[src/rtl/remap_ctrl_pkg.sv]
package remap_ctrl_pkg;
  localparam int NUM_SEL    = 5;
  localparam int NUM_SLOTS  = 4;
  localparam int SLOT_W     = $clog2(NUM_SLOTS);
  localparam int MASK_W     = NUM_SEL;
  localparam int IDX_W      = 3;
  localparam int CTRL_W     = 32;
  localparam int EN_LSB     = 10;
  localparam int CTRL_USED  = EN_LSB + NUM_SEL;
  localparam int IREG_W     = 5;
  localparam int IREG_PAD   = 2;
  localparam int BASE_W     = IREG_W + IREG_PAD;
  localparam int WADDR_W    = 3;
  localparam int ADDR_CTRL  = NUM_SLOTS;

  typedef logic [SLOT_W-1:0] slot_t;

  typedef struct packed {
    logic [NUM_SEL-1:0]  en;
    slot_t [NUM_SEL-1:0] sel;
  } ctrl_t;

  function automatic logic [CTRL_W-1:0] pack_ctrl(ctrl_t c);
    logic [CTRL_W-1:0] w;
    w = '0;
    for (int k = 0; k < NUM_SEL; k++) w[k*SLOT_W +: SLOT_W] = c.sel[k];
    w[EN_LSB +: NUM_SEL] = c.en;
    return w;
  endfunction

  function automatic ctrl_t unpack_ctrl(logic [CTRL_USED-1:0] w);
    ctrl_t c;
    for (int k = 0; k < NUM_SEL; k++) c.sel[k] = w[k*SLOT_W +: SLOT_W];
    c.en = w[EN_LSB +: NUM_SEL];
    return c;
  endfunction
endpackage

[src/rtl/remap_alloc_seq.sv]
module remap_alloc_seq
  import remap_ctrl_pkg::*;
(
  input  logic [MASK_W-1:0]    mask,
  output slot_t [NUM_SEL-1:0]  sel,
  output logic [NUM_SLOTS-1:0] slot_we
);
  // Rank of each set bit among the set bits below it, wrapped onto the slots.
  for (genvar k = 0; k < NUM_SEL; k++) begin : g_rank
    logic [MASK_W-1:0] below;
    assign below  = mask & MASK_W'((1 << k) - 1);
    assign sel[k] = mask[k] ? slot_t'($countones(below)) : slot_t'(0);
  end

  for (genvar j = 0; j < NUM_SLOTS; j++) begin : g_we
    assign slot_we[j] = ($countones(mask) > j);
  end
endmodule

[src/rtl/remap_single_decode.sv]
module remap_single_decode
  import remap_ctrl_pkg::*;
(
  input  logic [MASK_W-1:0]    mask,
  output slot_t                slot,
  output logic                 legal,
  output logic [NUM_SEL-1:0]   sel_hit,
  output logic [NUM_SLOTS-1:0] slot_we
);
  logic [IDX_W-1:0] idx;

  assign idx   = mask[IDX_W-1:0];
  assign slot  = mask[MASK_W-1:IDX_W];
  assign legal = (idx < IDX_W'(NUM_SEL));

  for (genvar k = 0; k < NUM_SEL; k++) begin : g_hit
    assign sel_hit[k] = legal && (idx == IDX_W'(k));
  end

  for (genvar j = 0; j < NUM_SLOTS; j++) begin : g_we
    assign slot_we[j] = legal && (slot == SLOT_W'(j));
  end
endmodule

[src/rtl/remap_shape_bank.sv]
module remap_shape_bank
  import remap_ctrl_pkg::*;
#(
  parameter int SHAPE_W = 32
) (
  input  logic                           clk,
  input  logic                           rst,
  input  logic                           clear,
  input  logic [NUM_SLOTS-1:0]           cmd_we,
  input  logic [SHAPE_W-1:0]             cmd_data,
  input  logic [NUM_SLOTS-1:0]           dir_we,
  input  logic [SHAPE_W-1:0]             dir_data,
  output logic [NUM_SLOTS*SHAPE_W-1:0]   shapes
);
  for (genvar j = 0; j < NUM_SLOTS; j++) begin : g_slot
    logic [SHAPE_W-1:0] q;
    always_ff @(posedge clk) begin
      if (rst)            q <= '0;
      else if (cmd_we[j]) q <= cmd_data;
      else if (clear)     q <= '0;
      else if (dir_we[j]) q <= dir_data;
    end
    assign shapes[j*SHAPE_W +: SHAPE_W] = q;
  end
endmodule

[src/rtl/remap_ctrl_unit.sv]
module remap_ctrl_unit
  import remap_ctrl_pkg::*;
#(
  parameter int SHAPE_W = 32
) (
  input  logic                         clk,
  input  logic                         rst,
  input  logic                         cmd_valid,
  input  logic                         cmd_mm,
  input  logic [4:0]                   cmd_mask,
  input  logic [4:0]                   cmd_ireg,
  input  logic [SHAPE_W-1:0]           cmd_payload,
  input  logic                         wr_en,
  input  logic [2:0]                   wr_addr,
  input  logic [SHAPE_W-1:0]           wr_data,
  output logic [31:0]                  ctrl_o,
  output logic [4*SHAPE_W-1:0]         shape_o,
  output logic [6:0]                   idx_base_o,
  output logic                         illegal_o
);
  slot_t [NUM_SEL-1:0]   a_sel;
  logic [NUM_SLOTS-1:0]  a_we;
  slot_t                 s_slot;
  logic                  s_legal;
  logic [NUM_SEL-1:0]    s_hit;
  logic [NUM_SLOTS-1:0]  s_we;

  remap_alloc_seq u_alloc (
    .mask    (cmd_mask),
    .sel     (a_sel),
    .slot_we (a_we)
  );

  remap_single_decode u_single (
    .mask    (cmd_mask),
    .slot    (s_slot),
    .legal   (s_legal),
    .sel_hit (s_hit),
    .slot_we (s_we)
  );

  logic cmd_bulk, cmd_tgt, cmd_take, dir_act, dir_ctrl;
  logic [NUM_SLOTS-1:0] bank_cmd_we, bank_dir_we;

  assign cmd_bulk = cmd_valid && !cmd_mm;
  assign cmd_tgt  = cmd_valid && cmd_mm;
  assign cmd_take = cmd_bulk || (cmd_tgt && s_legal);
  assign dir_act  = wr_en && !cmd_valid;
  assign dir_ctrl = dir_act && (wr_addr == WADDR_W'(ADDR_CTRL));

  for (genvar j = 0; j < NUM_SLOTS; j++) begin : g_dir
    assign bank_dir_we[j] = dir_act && (wr_addr == WADDR_W'(j));
  end

  assign bank_cmd_we = cmd_bulk ? a_we : (cmd_tgt ? s_we : '0);

  remap_shape_bank #(.SHAPE_W(SHAPE_W)) u_bank (
    .clk      (clk),
    .rst      (rst),
    .clear    (cmd_bulk),
    .cmd_we   (bank_cmd_we),
    .cmd_data (cmd_payload),
    .dir_we   (bank_dir_we),
    .dir_data (wr_data),
    .shapes   (shape_o)
  );

  ctrl_t             ctrl_q, ctrl_d;
  logic [BASE_W-1:0] base_q;
  logic              ill_q;

  always_comb begin
    ctrl_d = ctrl_q;
    if (cmd_bulk) begin
      ctrl_d.en = cmd_mask;
      for (int k = 0; k < NUM_SEL; k++) ctrl_d.sel[k] = a_sel[k];
    end else if (cmd_tgt) begin
      for (int k = 0; k < NUM_SEL; k++) begin
        if (s_hit[k]) begin
          ctrl_d.sel[k] = s_slot;
          ctrl_d.en[k]  = 1'b1;
        end
      end
    end else if (dir_ctrl) begin
      ctrl_d = unpack_ctrl(wr_data[CTRL_USED-1:0]);
    end
  end

  always_ff @(posedge clk) begin
    if (rst) begin
      ctrl_q <= '0;
      base_q <= '0;
      ill_q  <= 1'b0;
    end else begin
      ctrl_q <= ctrl_d;
      ill_q  <= cmd_tgt && !s_legal;
      if (cmd_take) base_q <= {cmd_ireg, IREG_PAD'(0)};
    end
  end

  logic unused_rsv;
  assign unused_rsv = ^wr_data[SHAPE_W-1:CTRL_USED];

  assign ctrl_o     = pack_ctrl(ctrl_q);
  assign idx_base_o = base_q;
  assign illegal_o  = ill_q;
endmodule

[config.mk]
export PLATFORM = sky130hd
export DESIGN_NAME = remap_ctrl_unit
export DESIGN_NICKNAME = d
export VERILOG_FILES = /design/src/rtl/remap_ctrl_pkg.sv /design/src/rtl/remap_alloc_seq.sv /design/src/rtl/remap_single_decode.sv /design/src/rtl/remap_shape_bank.sv /design/src/rtl/remap_ctrl_unit.sv
export SDC_FILE = /design/constraint.sdc
export NUM_CORES = 1
export LEC_CHECK = 0
export BUFFER_PORTS_ARGS = -buffer_cell sky130_fd_sc_hd__buf_2
export CAP_MARGIN = 20
export CORE_MARGIN = 2
export CORE_UTILIZATION = 55
export DETAILED_ROUTE_END_ITERATION = 6
export PLACE_DENSITY = 0.86
export SYNTH_ARGS = -nofsm -noshare
export SYNTH_HDL_FRONTEND = slang
export SYNTH_SLANG_ARGS = --single-unit
[constraint.sdc]
create_clock -name clk -period 4.4 [get_ports clk]
set_input_delay 0 -clock clk [delete_from_list [all_inputs] [get_ports clk]]
set_output_delay 0 -clock clk [all_outputs]
set_load 0.05 [all_outputs]
==> results of run 1 <==
## placed cells by master (no fill, tap or decap), types with 8 or more instances in the layout
cell,instances
o21ai_0,160
clkbuf_16,17
buf_2,229
a21oi_1,10
dlygate4sd3_1,79
mux2i_1,12
dfxtp_1,149
a221oi_2,32
buf_4,11
nor2_1,19
conb_1,19
inv_1,139
nand2_1,110
a221oi_1,96
ha_1,8
## cells by family (layout without fill, tap and decap cells)
group	Yosys count	count (layout)	share of synthesized area (%)
DFF	149	149	40.2
AOI/OAI and AO/OA	333	333	32.9
buffers and inverters	238	492	13.8
adders and majority gates	11	11	2.16
and+or+nand+nor	157	157	9.30
muxes	12	12	1.62
other	1	20	0.0505
## per-layer routing
layer | vias up | share of wire [%] | track usage [%]
met4 | 0 | 5.3 | 20.6
met2 | 708 | 46 | 57.2
li1 | 3667 | - | -
met3 | 143 | 12 | 9.34
met5 | - | 0 | 0
met1 | 3836 | 37 | 43.0
## flip-flops by register name, summed over array words and instances (netlist names)
signal,flops
u_bank.g_slot.q,128
ctrl_o,15
illegal_o,1
idx_base_o,5
## stage by stage
stage	util, %	hold WS (ns)
detailed placement	64.6	0.246
CTS	75.3	0.00136
floorplan	-	0.144
global route	75.5	0.0129
global placement	64.6	0.229
finish	75.5	0.0133
## area by class of cell
class	count	area [um2]	share of cell area, %
multi-input combinational	532	3540	35.6
sequential	149	2980	30.0
timing repair buffer	321	2060	20.7
inverter	139	522	5.24
clock buffer	20	447	4.49
tap	176	220	2.21
clock inverter	12	178	1.78
antenna	1	2.50	0.0251
## where the power goes
group	switching (mW)	internal, mW	total, mW
Clock	0.575	0.964	1.54
Sequential	0.0588	1.45	1.51
Combinational	0.801	0.305	1.11
Total	1.44	2.72	4.16
## critical path, delay by kind of cell
| kind | cells | cell delay [ns] |
|---|---|---|
| simple gates | 1 | 0.14 |
| buf+inv | 7 | 1.57 |
| fa+ha+maj | 4 | 1.35 |
| compound gates | 2 | 1.09 |
## worst min-delay path by stage
stage	from	end	slack (ns)	cells past startpoint
3_3_place_gp	cmd_ireg[3]	idx_base_o[5]	0.23	3
2_1_floorplan	cmd_ireg[0]	idx_base_o[2]	0.14	2
5_1_grt	wr_data[11]	u_bank.g_slot[3].q[11]	0.01	3
3_5_place_dp	cmd_ireg[1]	idx_base_o[3]	0.25	3
6_report	wr_data[10]	ctrl_o[10]	0.01	3
4_1_cts	wr_data[22]	u_bank.g_slot[1].q[22]	0.001	3
## repair_timing
item                                    in CTS  in global routing
endpoints found under the setup margin       0                  0
endpoints found under the hold margin      139                  0
hold buffers                                79                  0
==> out/results.ini, run 1 <==
[run_status]
status=finished, final reports clean

[clocking]
clock-root-buffer=clkbuf_16
cts_tree=built
cts-resized-gates=0
cts_buffer_depth=2
cts_max_level=4
cts_inserted_buffers=17
cts.sinks=149
post-cts-setup-buffer-count=0
insertion_delay_ns=0.42
path_clk_slew_ns=0.06

[route]
wl_um=26600
drt-wirelength-per-cell_um=19.7
antenna_left=0
drt-pass1-iter-count=6
vias=8354
drc=0
viasPerCell=6.19
first_iter_violations=1086

[setup_path]
r2r_slack_ns=3.01
cp.arrival_ns=4.15
critPathSlowestCell=o22ai_4
crit_required_ns=4.77
critPathLaunch=cmd_mask[0]
worstSetupEndpointType=flop
cp-start-kind=input pin
r2r.worst_path.cells=3
cp_cell_sequence=dlygate4sd3_1 -> buf_2 -> inv_1 -> ha_1 -> inv_1 -> fa_1 -> inv_1 -> ha_1 -> inv_1 -> fa_1 -> o22ai_4 -> nand2_1 -> a221oi_1 -> dlygate4sd3_1
critPathMaxStageDelay_ns=0.78
r2r-start=u_bank.g_slot[1].q[15]
critical_path_class=input pin to flop
r2r-end=u_bank.g_slot[1].q[15]
cp_common_cell=inv_1
crit_fanout=32
crit_path_end=u_bank.g_slot[3].q[5]

[yosys]
ys_types=47
ys_top_cells_by_area=dfxtp_1 (40%), a221oi_1 (11%), o21ai_0 (11%)
synth-seq-cells=149
yosysMostFrequentCell=o21ai_0
synth_top_area_cell=dfxtp_1
synth_edf_count=0
postSynthAreaPerCell_um2=8.24
yosys_warnings=0
synthCells=901
synth_top_area_share_pct=40.2
syn-cell-area_mm2=0.00742
async_reset_ff_share_pct=0
synth_flop_cell=dfxtp_1
synth-seq-area-share_pct=40.2
yosys-top-cells-count=o21ai_0 (160), dfxtp_1 (149), inv_1 (139)

[place]
place_area_mm2=0.00852
pre_cts_slack_ns=0.979
dp.cells=1237
dp_hpwl_um=15900
gp_congestion=0.951
port_buffers=230

[timing]
tns_ns=0
fin_ws_ns=0.619
max_slew.worst_pin.slew_ns=1.11
finalSetupViolations=0
hold_viol=0
rsz0062_at_grt=no
slew-limit-headroom_pct=26.2
post-route-period-util_pct=85.9
fin_skew_ns=0
fin_crit_ns=3.78
maxSlewViolCount=0
max_freq_mhz=264

[die]
core_mm2=0.0132
die_w_um=120
rows=42
io_pins=250
die_area_mm2=0.0144
dieHeight_um=120
initial_core_util_pct=56.3

[finish]
fin_nets=1253
stdcell_area_mm2=0.00995
fin_cells=1350
nFillCells=891
area_growth_pct=34.1
drive_above_1_share_pct=26.8

[grt]
grt_pass1_vias=7877
grt_max_degree=84
grt_pass1_wl_um=40700
overflow=0
grt_usage_pct=35.6
grt_antenna_before_repair=1

[run]
maxCapViolations=0

[pwr]
ir_drop_v=0.000250
leakagePower_nw=4.27
p_total_mw=4.16
p_per_area_mw_per_mm2=418

[worst_hold_path]
hp-class=input pin to flop

No activity file was read; power rests on OpenSTA's default activity.
==> inputs of run 2 (changes only) <==
CELL_PAD_IN_SITES_DETAIL_PLACEMENT = 1   (was not set)
CELL_PAD_IN_SITES_GLOBAL_PLACEMENT = 1   (was not set)
CORE_UTILIZATION = 39   (was 55)
PLACE_DENSITY = not set   (was 0.86)
PLACE_DENSITY_LB_ADDON = 0.1   (was not set)
==> out/results.ini, run 2 (same netlist as run 1, synthesis figures left out) <==
[run_status]
status=finished, final reports clean

[clocking]
clock-root-buffer=clkbuf_16
cts-resized-gates=0
cts_inserted_buffers=17
cts_max_level=4
path_clk_slew_ns=0.06
cts_tree=built
cts_buffer_depth=2
cts.sinks=149
insertion_delay_ns=0.42

[route]
viasPerCell=5.64
vias=7861
wl_um=29300
met1_length_um=13400
first_iter_violations=444
drt-wirelength-per-cell_um=21.0
drt-pass1-iter-count=5
drc=0
dr_wl_met3_um=1760
wl_met2_um=13800
antenna_left=0
dr.max_layer_used=met5

[die]
dieHeight_um=142
core_mm2=0.0187
die_w_um=142
initial_core_util_pct=39.7
io_pins=250
die_area_mm2=0.0202
rows=50

[timing]
fin_skew_ns=0
tns_ns=0
max_freq_mhz=275
hold_viol=0
slew-limit-headroom_pct=26.0
fin_crit_ns=3.64
finalSetupViolations=0
maxSlewViolCount=0
max_slew.worst_pin.slew_ns=1.11
post-route-period-util_pct=82.7
rsz0062_at_grt=no

[setup_path]
cp_common_cell=inv_1
r2r.worst_path.cells=3
crit_fanout=32
critical_path_class=input pin to flop
critPathSlowestCell=dlygate4sd3_1
crit_required_ns=4.77
cp.arrival_ns=4.00
worstSetupEndpointType=flop
cp_cell_sequence=dlygate4sd3_1 -> buf_2 -> inv_1 -> ha_1 -> inv_1 -> fa_1 -> inv_1 -> ha_1 -> inv_1 -> fa_1 -> nand2_1 -> o2bb2ai_4 -> nand2_1 -> a221oi_1 -> dlygate4sd3_1
r2r-start=u_bank.g_slot[1].q[16]
r2r-end=u_bank.g_slot[1].q[16]
cp-start-kind=input pin
critPathMaxStageDelay_ns=0.60
r2r_slack_ns=3.11

[finish]
drive_above_1_share_pct=27.2
area_growth_pct=33.2
antenna_cells=0
stdcell_area_mm2=0.00989
fin_nets=1240
final_cell_mix=buf_2 (229), o21ai_0 (160), dfxtp_1 (149)
max_flop_register=u_bank.g_slot.q
layout_commonest_cell=buf_2
largest_reg_flops=128

[place]
gp_congestion=0.844
place_area_mm2=0.00858
port_buffers=230
dp_hpwl_um=17900

[grt]
grt_pass1_wl_um=44900
overflow=0
grt_pass1_vias=7855
grt_max_degree=112
grt_antenna_before_repair=1
grt_usage_pct=28.8

[pwr]
leakagePower_nw=4.21
p_per_area_mw_per_mm2=414
ir_drop_v=0.000292

[worst_hold_path]
hold_end=u_bank.g_slot[1].q[17]
min_from=wr_data[17]
whs_path_depth=3
hp-class=input pin to flop

[run]
maxCapViolations=0

## run 2: cell types whose count changed in the layout (fill, tap and decap cells not counted), sizes merged
cell | before | now
clkinvlp | 4 | 2
bufinv | 4 | 2
clkbuf | 20 | 21
buf | 242 | 239
dlygate4sd3 | 79 | 69
diode | 1 | 0
clkinv | 3 | 6
## run 2: power breakdown
part,switching (mW),internal (mW)
Combinational,0.803,0.296
Sequential,0.0595,1.45
Clock,0.599,0.882
Total,1.46,2.63
## run 2: worst max-delay path by stage
| stage | end | start | cells past startpoint | slack, ns |
|---|---|---|---|---|
| 3_5_place_dp | u_bank.g_slot[2].q[21] | cmd_mask[1] | 13 | 1.02 |
| 6_report | u_bank.g_slot[1].q[16] | cmd_mask[0] | 15 | 0.76 |
| 3_3_place_gp | u_bank.g_slot[2].q[30] | cmd_mask[0] | 13 | 1.13 |
| 5_1_grt | u_bank.g_slot[1].q[18] | cmd_mask[0] | 15 | 0.49 |
| 4_1_cts | u_bank.g_slot[1].q[18] | cmd_mask[0] | 15 | 0.83 |
| 2_1_floorplan | u_bank.g_slot[2].q[0] | cmd_mask[3] | 12 | 1.79 |
## run 2: layout make-up
cell class / count / area [um2]
Fill cell: 2274 / 8820
Multi-Input combinational cell: 532 / 3570
Sequential cell: 149 / 2980
Timing Repair Buffer: 308 / 1930
Inverter: 139 / 522
Clock buffer: 21 / 470
Tap cell: 234 / 293
Clock inverter: 11 / 125
## run 2: layer usage
| layer | up-vias | track usage [%] |
|---|---|---|
| li1 | 3633 | - |
| met1 | 3907 | 39.2 |
| met2 | 299 | 47.2 |
| met3 | 20 | 5.42 |
| met4 | 2 | 7.11 |
| met5 | - | 0 |
## run 2: metrics by stage
step | hold slack (ns) | cells | worst slack, ns | power, mW | utilization (%)
2_1_floorplan | 0.144 | 919 | 1.79 | 2.29 | -
3_3_place_gp | 0.233 | 1292 | 1.13 | 2.57 | 45.9
3_5_place_dp | 0.240 | 1292 | 1.02 | 2.58 | 45.9
4_1_cts | 0.00144 | 1393 | 0.826 | 4.11 | 52.7
5_1_grt | 0.0169 | 1394 | 0.489 | 4.26 | 52.9
6_report | 0.0101 | 1394 | 0.762 | 4.09 | 52.9
## run 2: critical path, delay by kind of cell
family                     cells  cell delay, ns
buffers and inverters          7            1.58
adders and majority gates      4            1.36
AOI/OAI and AO/OA              2            0.77
and+or+nand+nor                2            0.27
## run 2: what timing repair did
action / CTS / global route
hold endpoints to repair: 137 / 0
buffers inserted: 0 / 0
hold buffers: 69 / 0
==> inputs of run 3 (changes only) <==
CORE_UTILIZATION = 37   (was 39)
clock period = 3.6 ns   (was 4.4 ns; I/O delays follow)
==> out/results.ini, run 3 (same netlist as run 1, synthesis figures left out) <==
[timing]
tns_ns=0
hold_viol=0
max_slew.worst_pin.slew_ns=1.11
fin_crit_ns=3.14
slew-limit-headroom_pct=26.3
max_freq_mhz=319
maxSlewViolCount=0
finalSetupViolations=0
rsz0062_at_grt=no
fin_skew_ns=0
fin_ws_ns=0.461
post-route-period-util_pct=87.2

[place]
gp_congestion=0.827
pre_cts_slack_ns=0.490
dp.cells=1329
port_buffers=230
dp_hpwl_um=18700

[run_status]
status=finished, final reports clean

[route]
dr_wl_met3_um=1610
dr.max_layer_used=met5
drt-pass1-iter-count=5
first_iter_violations=481
met1_length_um=13600
antenna_left=0
drc=0
wl_met2_um=14200
vias=7842
viasPerCell=5.48
wl_um=29900
drt-wirelength-per-cell_um=20.9

[finish]
drive_above_1_share_pct=27.5
layout_commonest_cell=buf_2
nFillCells=2375
final_cell_mix=buf_2 (229), o21ai_0 (160), dfxtp_1 (149)
fin_cells=1431
fin_nets=1244
max_flop_register=u_bank.g_slot.q
largest_reg_flops=128
area_growth_pct=34.9

[grt]
grt_pass1_vias=7922
grt_usage_pct=27.7
grt_antenna_before_repair=3
grt_pass1_wl_um=46200
grt_max_degree=70
overflow=0

[setup_path]
cp.arrival_ns=3.51
critical_path_class=input pin to flop
worstSetupEndpointType=flop
cp-start-kind=input pin
crit_fanout=32
crit_required_ns=3.97
r2r_slack_ns=2.27

[worst_hold_path]
hp-class=input pin to flop

[die]
core_mm2=0.0196
rows=51
io_pins=250
initial_core_util_pct=37.9
dieHeight_um=146
die_area_mm2=0.0212
die_w_um=146

[clocking]
post-cts-setup-buffer-count=0
path_clk_slew_ns=0.07
insertion_delay_ns=0.43
hold_buffers=68
cts_max_level=4
cts-resized-gates=0
clock-root-buffer=clkbuf_16
cts_inserted_buffers=17
cts_tree=built
cts.sinks=149
cts_buffer_depth=2

[pwr]
leakagePower_nw=4.25
p_per_area_mw_per_mm2=519
ir_drop_v=0.000361

[run]
maxCapViolations=0

-- run 3: power breakdown --
part	internal, mW	switching [mW]
sequential	1.78	0.0747
clock	1.25	0.744
combinational	0.366	0.986
-- run 3: worst paths after layout --
check	startpoint	end	depth (start not counted)
setup / recovery	cmd_mask[0]	u_bank.g_slot[1].q[23]	14
hold / removal	wr_data[5]	u_bank.g_slot[3].q[5]	3
setup reg to reg	u_bank.g_slot[3].q[27]	u_bank.g_slot[3].q[27]	3
hold reg to reg	ctrl_o[8]	ctrl_o[8]	2
-- run 3: final cells by class --
cell class	count	area [um2]	area share [%]
diodes	2	5.00	0.0500
clock buffers	19	443	4.42
clock inverters	13	203	2.02
inverters	139	522	5.21
multi-input cells	532	3570	35.6
flip-flops and latches	149	2980	29.8
well taps	265	332	3.31
repair buffers	312	1960	19.6
-- run 3: worst max-delay path, cell delays in order --
cell and delay (ns):
buf_2 0.17, inv_1 0.08, ha_1 0.32, inv_1 0.08, fa_1 0.40, inv_1 0.06, ha_1 0.15, inv_1 0.06
fa_1 0.51, nand2_1 0.17, o2bb2ai_4 0.49, nand2_1 0.12, a221oi_1 0.30, dlygate4sd3_1 0.59
-- run 3: metal layers --
metal | GRT usage (%) | up-vias
li1 | - | 3638
met1 | 37.2 | 3897
met2 | 45.5 | 269
met3 | 4.73 | 36
met4 | 8.68 | 2
met5 | 0 | -
-- run 3: stage by stage --
step / total power, mW / instance area, um2 / util [%] / hold slack [ns]
floorplan: 2.80 / 7490 / - / 0.144
global placement: 3.15 / 8690 / 44.3 / 0.239
detailed placement: 3.17 / 8690 / 44.3 / 0.247
CTS: 5.21 / 10000 / 51.1 / 0.00391
global route: 5.39 / 10000 / 51.1 / 0.0258
finish: 5.19 / 10000 / 51.1 / 0.00938
